**src/rtl/rpt_pkg.sv**
```systemverilog
package rpt_pkg;
  // Action applied to one pending flag at the next clock edge.
  typedef enum logic [1:0] {
    ACT_KEEP  = 2'd0,
    ACT_RAISE = 2'd1,
    ACT_DROP  = 2'd2,
    ACT_WIPE  = 2'd3
  } flag_act_e;
endpackage

```
**src/rtl/rpt_flag_table.sv**
```systemverilog
module rpt_flag_table
  import rpt_pkg::*;
#(
  parameter int NUM_REGS = 32,
  localparam int ADDR_W = $clog2(NUM_REGS)
) (
  input  logic                clk,
  input  logic                rst_n,
  input  logic                flush,
  input  logic                raise_en,
  input  logic [ADDR_W-1:0]   raise_addr,
  input  logic                drop_en,
  input  logic [ADDR_W-1:0]   drop_addr,
  output logic [NUM_REGS-1:0] flags
);

  for (genvar r = 0; r < NUM_REGS; r++) begin : g_flag
    if (r == 0) begin : g_zero
      // Register 0 is hardwired: it can never be pending.
      assign flags[r] = 1'b0;
    end else begin : g_live
      flag_act_e act;
      logic      q;

      // Priority: flush, then raise (newer instruction), then drop.
      always_comb begin
        act = ACT_KEEP;
        if (flush) begin
          act = ACT_WIPE;
        end else if (raise_en && raise_addr == ADDR_W'(r)) begin
          act = ACT_RAISE;
        end else if (drop_en && drop_addr == ADDR_W'(r)) begin
          act = ACT_DROP;
        end
      end

      always_ff @(posedge clk or negedge rst_n) begin
        if (!rst_n) begin
          q <= 1'b0;
        end else begin
          case (act)
            ACT_RAISE: q <= 1'b1;
            ACT_DROP,
            ACT_WIPE:  q <= 1'b0;
            default:   q <= q;
          endcase
        end
      end

      assign flags[r] = q;
    end
  end

  // flush empties the table at the next edge
  a_r8_flush_wipes: assert property (@(posedge clk) disable iff (!rst_n)
    flush |=> (flags == '0));

  // a raise survives a clear of the same register
  a_r10_raise_wins: assert property (@(posedge clk) disable iff (!rst_n)
    (raise_en && !flush && raise_addr != '0) |=> flags[$past(raise_addr)]);

  // clear without competing raise or flush
  a_r4_drop_clears: assert property (@(posedge clk) disable iff (!rst_n)
    (drop_en && !flush && !(raise_en && raise_addr == drop_addr))
      |=> !flags[$past(drop_addr)]);

  // register 0 stays clear
  a_r9_zero_clear: assert property (@(posedge clk) disable iff (!rst_n)
    !flags[0]);

endmodule

```
**src/rtl/rpt_operand_probe.sv**
```systemverilog
module rpt_operand_probe #(
  parameter int NUM_REGS = 32,
  parameter int DATA_W   = 32,
  localparam int ADDR_W = $clog2(NUM_REGS)
) (
  input  logic                clk,
  input  logic                rst_n,
  input  logic [NUM_REGS-1:0] flags,
  input  logic                legal,
  input  logic                rd_en,
  input  logic [ADDR_W-1:0]   addr,
  input  logic [DATA_W-1:0]   rf_data,
  input  logic                wb_en,
  input  logic [ADDR_W-1:0]   wb_dst,
  input  logic [DATA_W-1:0]   wb_data,
  output logic                hit,
  output logic                blocked,
  output logic [DATA_W-1:0]   data
);

  logic nonzero;
  logic fwd;

  assign nonzero = (addr != '0);
  assign hit     = rd_en && legal && nonzero && flags[addr];
  assign fwd     = rd_en && nonzero && wb_en && (wb_dst == addr);
  assign blocked = hit && !fwd;
  assign data    = fwd ? wb_data : rf_data;

  // a hit needs a legal read of a pending register
  a_r5_hit_qualified: assert property (@(posedge clk) disable iff (!rst_n)
    hit |-> (rd_en && legal && flags[addr]));

  // register 0 never hits
  a_r9_zero_no_hit: assert property (@(posedge clk) disable iff (!rst_n)
    (addr == '0) |-> !hit);

endmodule

```
**src/rtl/reg_pending_tracker.sv**
```systemverilog
module reg_pending_tracker #(
  parameter int NUM_REGS = 32,
  parameter int DATA_W   = 32,
  localparam int ADDR_W = $clog2(NUM_REGS)
) (
  input  logic              clk,
  input  logic              rst_n,
  input  logic              flush,
  input  logic              pipe_hold,
  input  logic              dec_legal,
  input  logic              dec_is_mul,
  input  logic              dec_is_load,
  input  logic [ADDR_W-1:0] dec_dst,
  input  logic              src_a_rd,
  input  logic [ADDR_W-1:0] src_a_addr,
  input  logic              src_b_rd,
  input  logic [ADDR_W-1:0] src_b_addr,
  input  logic [DATA_W-1:0] rf_a_data,
  input  logic [DATA_W-1:0] rf_b_data,
  input  logic              wb_en,
  input  logic [ADDR_W-1:0] wb_dst,
  input  logic [DATA_W-1:0] wb_data,
  output logic              hit_a,
  output logic              hit_b,
  output logic [DATA_W-1:0] opnd_a,
  output logic [DATA_W-1:0] opnd_b,
  output logic              stall_req
);

  logic [NUM_REGS-1:0] flags;
  logic                blk_a;
  logic                blk_b;
  logic                raise_en;

  // Raise only for tracked long-latency ops that actually leave decode.
  assign raise_en  = dec_legal && (dec_is_mul || dec_is_load) && !pipe_hold && !stall_req;
  assign stall_req = blk_a || blk_b;

  rpt_flag_table #(.NUM_REGS(NUM_REGS)) u_table (
    .clk        (clk),
    .rst_n      (rst_n),
    .flush      (flush),
    .raise_en   (raise_en),
    .raise_addr (dec_dst),
    .drop_en    (wb_en),
    .drop_addr  (wb_dst),
    .flags      (flags)
  );

  rpt_operand_probe #(.NUM_REGS(NUM_REGS), .DATA_W(DATA_W)) u_probe_a (
    .clk     (clk),
    .rst_n   (rst_n),
    .flags   (flags),
    .legal   (dec_legal),
    .rd_en   (src_a_rd),
    .addr    (src_a_addr),
    .rf_data (rf_a_data),
    .wb_en   (wb_en),
    .wb_dst  (wb_dst),
    .wb_data (wb_data),
    .hit     (hit_a),
    .blocked (blk_a),
    .data    (opnd_a)
  );

  rpt_operand_probe #(.NUM_REGS(NUM_REGS), .DATA_W(DATA_W)) u_probe_b (
    .clk     (clk),
    .rst_n   (rst_n),
    .flags   (flags),
    .legal   (dec_legal),
    .rd_en   (src_b_rd),
    .addr    (src_b_addr),
    .rf_data (rf_b_data),
    .wb_en   (wb_en),
    .wb_dst  (wb_dst),
    .wb_data (wb_data),
    .hit     (hit_b),
    .blocked (blk_b),
    .data    (opnd_b)
  );

  // a stall always comes from some hit
  a_r7_stall_needs_hit: assert property (@(posedge clk) disable iff (!rst_n)
    stall_req |-> (hit_a || hit_b));

  // a held instruction leaves its destination flag unchanged
  a_r3_hold_no_raise: assert property (@(posedge clk) disable iff (!rst_n)
    (pipe_hold && !flush && !(wb_en && wb_dst == dec_dst))
      |=> (flags[$past(dec_dst)] == $past(flags[dec_dst])));

  // an untracked op leaves its destination flag unchanged
  a_r2_alu_no_raise: assert property (@(posedge clk) disable iff (!rst_n)
    (!dec_is_mul && !dec_is_load && !flush && !(wb_en && wb_dst == dec_dst))
      |=> (flags[$past(dec_dst)] == $past(flags[dec_dst])));

endmodule

```
**config.mk**
```make
export PLATFORM = sky130hd
export DESIGN_NAME = reg_pending_tracker
export DESIGN_NICKNAME = d
export VERILOG_FILES = /design/src/rtl/rpt_pkg.sv /design/src/rtl/rpt_flag_table.sv /design/src/rtl/rpt_operand_probe.sv /design/src/rtl/reg_pending_tracker.sv
export SDC_FILE = /design/constraint.sdc
export NUM_CORES = 1
export LEC_CHECK = 0
export CORE_UTILIZATION = 30
export CTS_CLUSTER_DIAMETER = 80
export DETAILED_ROUTE_END_ITERATION = 16
export PLACE_DENSITY_LB_ADDON = 0.15
export REMOVE_ABC_BUFFERS = 1
export SLEW_MARGIN = 20
export SYNTH_ARGS = -nofsm -noshare
export SYNTH_HDL_FRONTEND = slang
export SYNTH_SLANG_ARGS = --single-unit
```
**constraint.sdc**
```tcl
create_clock -name clk -period 3.8 [get_ports clk]
set_clock_uncertainty 0.05 [all_clocks]
set_input_delay 0.76 -clock clk [delete_from_list [all_inputs] [get_ports clk]]
set_output_delay 0.76 -clock clk [all_outputs]
set_load 0.01 [all_outputs]
```
==> results of run 1 <==
-- worst max-delay path, delay by kind of cell --
family	cells	cell delay, ns
simple gates	2	0.44
compound gates	1	0.20
mux	1	0.29
buf+inv	5	1.19
-- synthesized netlist by cell type (3+ instances only) --
master,n
nor3_2,3
o41ai_2,12
buf_6,6
nor2b_1,6
o311ai_0,4
dfrtp_1,31
nand4_1,3
nand4b_1,3
xnor2_1,10
inv_1,6
mux2_2,64
o41ai_1,19
or3b_2,3
mux2i_1,11
nand2b_1,4
clkbuf_1,18
nor2_1,6
mux4_2,8
o211ai_1,12
nand3b_1,3
nand2_1,21
nor3_1,5
nand3_1,22
-- layout make-up --
class,count,area [um^2],share of cell area [%]
Clock buffer,7,76.3,1.38
Clock inverter,1,5.00,0.0904
Inverter,6,22.5,0.407
Multi-Input combinational cell,245,2290,41.4
Sequential cell,31,776,14.0
Tap cell,136,170,3.07
Timing Repair Buffer,234,2190,39.6
-- power groups by stage --
stage / Clock, mW / Combinational (mW) / Sequential (mW)
floorplan: 0 / 0.134 / 0.339
global placement: 0 / 0.431 / 0.340
detailed placement: 0 / 0.435 / 0.340
CTS: 0.251 / 0.408 / 0.334
global route: 0.263 / 0.433 / 0.334
finish: 0.249 / 0.407 / 0.334
-- what timing repair did --
item | in CTS | in global routing
pin swaps | 3 | 4
buffers inserted | 4 | 0
resized for setup | 74 | 1
cloned | 0 | 0
endpoints found under the setup margin | 66 | 4
-- routing by layer --
layer | vias up | wire length (um)
met2 | 196 | 6700
met3 | 28 | 1120
li1 | 1661 | -
met1 | 1763 | 5520
met4 | 0 | 438
met5 | - | 0
-- how the worst min path moves through the flow --
stage | endpoint | depth (start not counted) | slack, ns
3_3_place_gp | u_table.g_flag[8].g_live.q$_DFFE_PN0P_ | 2 | 0.47
6_report | u_table.g_flag[6].g_live.q$_DFFE_PN0P_ | 2 | 0.49
5_1_grt | u_table.g_flag[4].g_live.q$_DFFE_PN0P_ | 2 | 0.53
2_1_floorplan | u_table.g_flag[10].g_live.q$_DFFE_PN0P_ | 0 | 0.41
3_5_place_dp | u_table.g_flag[6].g_live.q$_DFFE_PN0P_ | 2 | 0.47
4_1_cts | u_table.g_flag[6].g_live.q$_DFFE_PN0P_ | 2 | 0.49
-- cells by family after synthesis --
kind of cell,Yosys count,synth area share [%]
buffers and inverters,39,7.42
AOI/OAI and AO/OA,60,18.9
and+or+nand+nor,89,14.9
xor gates and xnor gates,10,2.65
muxes,86,32.7
DFF,31,23.5
-- through the flow --
stage | cell area, um^2 | utilization [%]
after floorplan | 3080 | -
after global placement | 5510 | 52.4
after detailed placement | 5510 | 52.4
after CTS | 5530 | 52.6
after global routing | 5540 | 52.7
final | 5540 | 52.7
==> reports/results.txt, run 1 <==
CTS tree: yes
final setup margin: 0.0986 ns
drt pass-1 iters: 5
critical-path cell list: clkdlybuf4s50_1 > or3_1 > o31ai_1 > buf_4 > nor3_4 > buf_4 > buf_12 > mux2_2 > dlygate4sd2_1
fin crit period: 3.70 ns
CP max stage delay: 0.46 ns
Crit-path slowest cell: clkdlybuf4s50_1
hold_ws: 0.489 ns
CTS max path bufs: 2
CTS Buf Count: 5
hold path start: u_table.g_flag[6].g_live.q$_DFFE_PN0P_
H-tree levels: 2
Fill cells: 985
setup TNS: 0 ns
Worst Setup SP: src_b_addr[3]
Rows: 37
placed cells: 648
Worst-Skew Late Latency: 0.28 ns
Fmax: 270 MHz
clock slew seen by the registers of the worst setup and hold paths: 0.06 ns
area grow syn2layout: 67.6%
GR Util All Layers: 23.7%
core box area: 0.0105 mm^2
Die Y: 107 um
I/O pins: 193
port bufs: 192
CTS sink cnt: 31
EDFF count, synth: 0
wire per inst: 20.9 um
n_diodes: 0
die extent in x: 107 um
required time worst endpoint: 2.99 ns
Yosys Warn Count: 0
register with the most flip-flops: u_table.g_flag.g_live.q
sequential area share after synthesis: 23.5%
WS Path Type: primary input to output port
die area: 0.0114 mm^2
Mapped Cells: 315
CP most frequent cell: buf_4
post-synth top area cell: dfrtp_1
Non-Filler Instances: 660
standby leakage power: 2.26 nW
Setup crit start kind: primary input
hold_buf cts: 0
overall routed net length: 13800 um
most frequent cells in the layout: clkdlybuf4s50_1, dlygate4sd2_1, mux2_2
post-synthesis cell area: 0.00330 mm^2
largest net degree at the start of global routing: 34
ys async rst share: 100%
antenna violations before repair: 0
vias per cell: 5.53
Tightest Pin Transition: 0.911 ns
Worst Setup EP: opnd_b[26]
final hold violation count: 0
P_int: 0.695 mW
reg2reg start: u_table.g_flag[18].g_live.q$_DFFE_PN0P_
combinational share of power: 41.1%
most common cell after layout, fill and taps aside: clkdlybuf4s50_1
Arr. time, crit path: 2.89 ns
Via Count: 3648
Pwr Total: 0.989 mW
status: completed
Cell variety after synth: 51
top post-synthesis cells by area: dfrtp_1, mux2_2, o41ai_2
GPL Wtd Cong: 0.916
Top FF cell, synth: dfrtp_1
clock power share: 25.1%
# DRC: 0
Synth Area per Inst: 10.5 um^2
M1 GR Usage: 29.4%
Crit Path Max Fanout: 14
power density cells: 179 mW/mm^2
max FFs per register: 31
Synth top area share: 23.5%
Worst IR Drop VDD: 0.190 mV
RSZ-0062 raised after global routing: no
Most Used Layer, Global Route: met2
pre-CTS setup slack: -0.349 ns
GRT met2 Usage: 40.2%
switching share of power: 29.8%
sequential cell fraction of total power: 33.8%
first-pass GRT wire length: 20700 um
DRT antenna net count: 0
vias in the first global route: 3628
P_sw: 0.294 mW
register-to-register setup slack: 1.25 ns
global route overflow: 0
slew margin rel.: 39.2%
Final nets: 649
initial core utilization: 31.4%
GRT met3 Usage: 4.80%
fin crit share: 97.4%
max-cap viol count: 0
reg2reg end: u_table.g_flag[31].g_live.q$_DFFE_PN0P_
FF-to-FF path depth: 8
fraction of layout cells with a size suffix above 1: 28.1%
Seq cells post-synth: 31
Final Setup Violations: 0
Slew Limit Fails: 0
clock root buffer: clkbuf_8
dpl hpwl: 11200 um
Min-Delay Path Class: register to register
Largest regs: u_table.g_flag.g_live.q: 31 flops
endpoint class of the critical path: output port
initial DRC count: 266
Power figures use the tool's default switching activity.
==> run 2: changes to the inputs <==
- CELL_PAD_IN_SITES_DETAIL_PLACEMENT: unset -> 1
- CELL_PAD_IN_SITES_GLOBAL_PLACEMENT: unset -> 2
- CORE_UTILIZATION: 30 -> 22
==> run 2 against run 1 <==
Fmax about the same. Total power increased by 17%. Final area increased by 5.0%. Die area increased by 36%. Register-to-register slack improved by 0.02 ns. Core utilization decreased by 13 points. Largest power group unchanged. Non-clock buffer count decreased by 1. Hold slack improved by 0.015 ns.
==> reports/results.txt, run 2 (synthesis results as in run 1) <==
Worst IR Drop VDD: 0.150 mV
antenna violations before repair: 1
reg2reg start: u_table.g_flag[19].g_live.q$_DFFE_PN0P_
WS Path Type: primary input to output port
initial DRC count: 193
most frequent cells in the layout: clkdlybuf4s50_1, mux2_2, dlygate4sd2_1
CP max stage delay: 0.48 ns
port bufs: 192
DRT antenna net count: 0
Hold Crit Endpoint: u_table.g_flag[7].g_live.q$_DFFE_PN0P_
register-to-register setup slack: 1.27 ns
Final Setup Violations: 0
Arr. time, crit path: 2.89 ns
required time worst endpoint: 2.99 ns
vias in the first global route: 3973
status: completed
Min-Delay Path Class: register to register
reg2reg end: u_table.g_flag[5].g_live.q$_DFFE_PN0P_
Fmax: 270 MHz
clock slew seen by the registers of the worst setup and hold paths: 0.05 ns
final instance area: 0.00581 mm^2
hold_ws: 0.504 ns
GR Util All Layers: 21.9%
max-cap viol count: 0
core box area: 0.0146 mm^2
first-pass GRT wire length: 25900 um
hold path start: u_table.g_flag[7].g_live.q$_DFFE_PN0P_
clock root buffer: clkbuf_16
Via Count: 3584
Buf+Inv Stages, Crit Path: 6
power density cells: 199 mW/mm^2
GPL Wtd Cong: 0.838
H-tree levels: 2
vias per cell: 5.07
max FFs per register: 31
slew margin rel.: 55.9%
dpl hpwl: 13400 um
fin crit period: 3.70 ns
RSZ-0062 raised after global routing: no
largest net degree at the start of global routing: 32
FF-to-FF path depth: 7
endpoint class of the critical path: output port
die extent in x: 125 um
critical-path cell list: clkdlybuf4s50_1 > buf_6 > buf_12 > xnor2_1 > nand4_1 > nor3_4 > buf_12 > buf_12 > mux2_2 > dlygate4sd2_1
placed inst area: 0.00556 mm^2
global route overflow: 0
Pwr Total: 1.16 mW
Tightest Pin Transition: 0.657 ns
CTS tree: yes
Slew Limit Fails: 0
Die Y: 125 um
fraction of layout cells with a size suffix above 1: 29.1%
Worst-Skew Late Latency: 0.28 ns
CTS max path bufs: 2
pre-CTS setup slack: -0.378 ns
I/O pins: 193
Crit Path Max Fanout: 16
hold_buf cts: 0
final hold violation count: 0
Crit-path slowest cell: clkdlybuf4s50_1
CTS Buf Count: 5
final setup margin: 0.0990 ns
register with the most flip-flops: u_table.g_flag.g_live.q
Final nets: 648
setup TNS: 0 ns
CP most frequent cell: buf_12
drt pass-1 iters: 4
CTS sink cnt: 31
# DRC: 0
Rows: 44
fin crit share: 97.4%
area grow syn2layout: 76.0%
overall routed net length: 16700 um
delay-heaviest family, CP: buffers and inverters
wire per inst: 23.6 um
most common cell after layout, fill and taps aside: clkdlybuf4s50_1
hold path depth: 2
initial core utilization: 22.6%
die area: 0.0155 mm^2
Largest regs: u_table.g_flag.g_live.q: 31 flops
Setup crit start kind: primary input
standby leakage power: 2.39 nW
## run 2: final cells by class
cell class	count	area, um^2
inverters	6	22.5
clock buffers	6	139
clock inverters	1	5.00
multi-input cells	245	2330
fillers	1643	8770
flip-flops and latches	31	776
repair buffers	233	2310
diodes	1	2.50
well taps	184	230
## run 2: stage by stage
step	utilization [%]	instances
finish	39.9	707
global route	39.9	707
CTS	39.5	705
detailed placement	38.1	692
global placement	38.1	692
floorplan	-	282
## run 2: repair_timing
action	4_1_cts	5_1_grt
resized for setup	86	19
setup buffers	4	1
endpoints found under the setup margin	67	46
cloned	2	0
pin swaps	5	6
## run 2: worst max path at each step
| stage | from | endpoint | slack (ns) | cells after the start |
|---|---|---|---|---|
| floorplan | wb_dst[3] | stall_req | -0.08 | 4 |
| global placement | src_a_addr[2] | stall_req | -0.32 | 8 |
| detailed placement | src_a_addr[2] | stall_req | -0.38 | 8 |
| CTS | src_b_addr[3] | opnd_b[15] | 0.02 | 9 |
| global route | src_a_addr[2] | opnd_a[16] | 0.001 | 10 |
| finish | src_a_addr[2] | opnd_a[0] | 0.1 | 10 |
## run 2: where the power goes
group / internal [mW] / total [mW] / switching, mW
clock: 0.256 / 0.401 / 0.145
sequential: 0.332 / 0.334 / 0.00196
combinational: 0.238 / 0.421 / 0.183
total: 0.825 / 1.16 / 0.330
## run 2: metal layers
layer	up-vias	routed length, um	GRT usage (%)
met5	-	0	0
met3	16	955	4.04
met2	150	8710	39.5
li1	1657	-	-
met4	0	243	5.03
met1	1761	6810	26.8
## run 2: worst reg2reg max path, stage by stage, from the launching register on
cell       delay, ns
dfrtp_1         0.42
mux2i_1         0.10
mux4_2          0.48
a311oi_2        0.30
o2111ai_2       0.20
o32ai_4         0.22
buf_4           0.45
o41ai_1         0.18
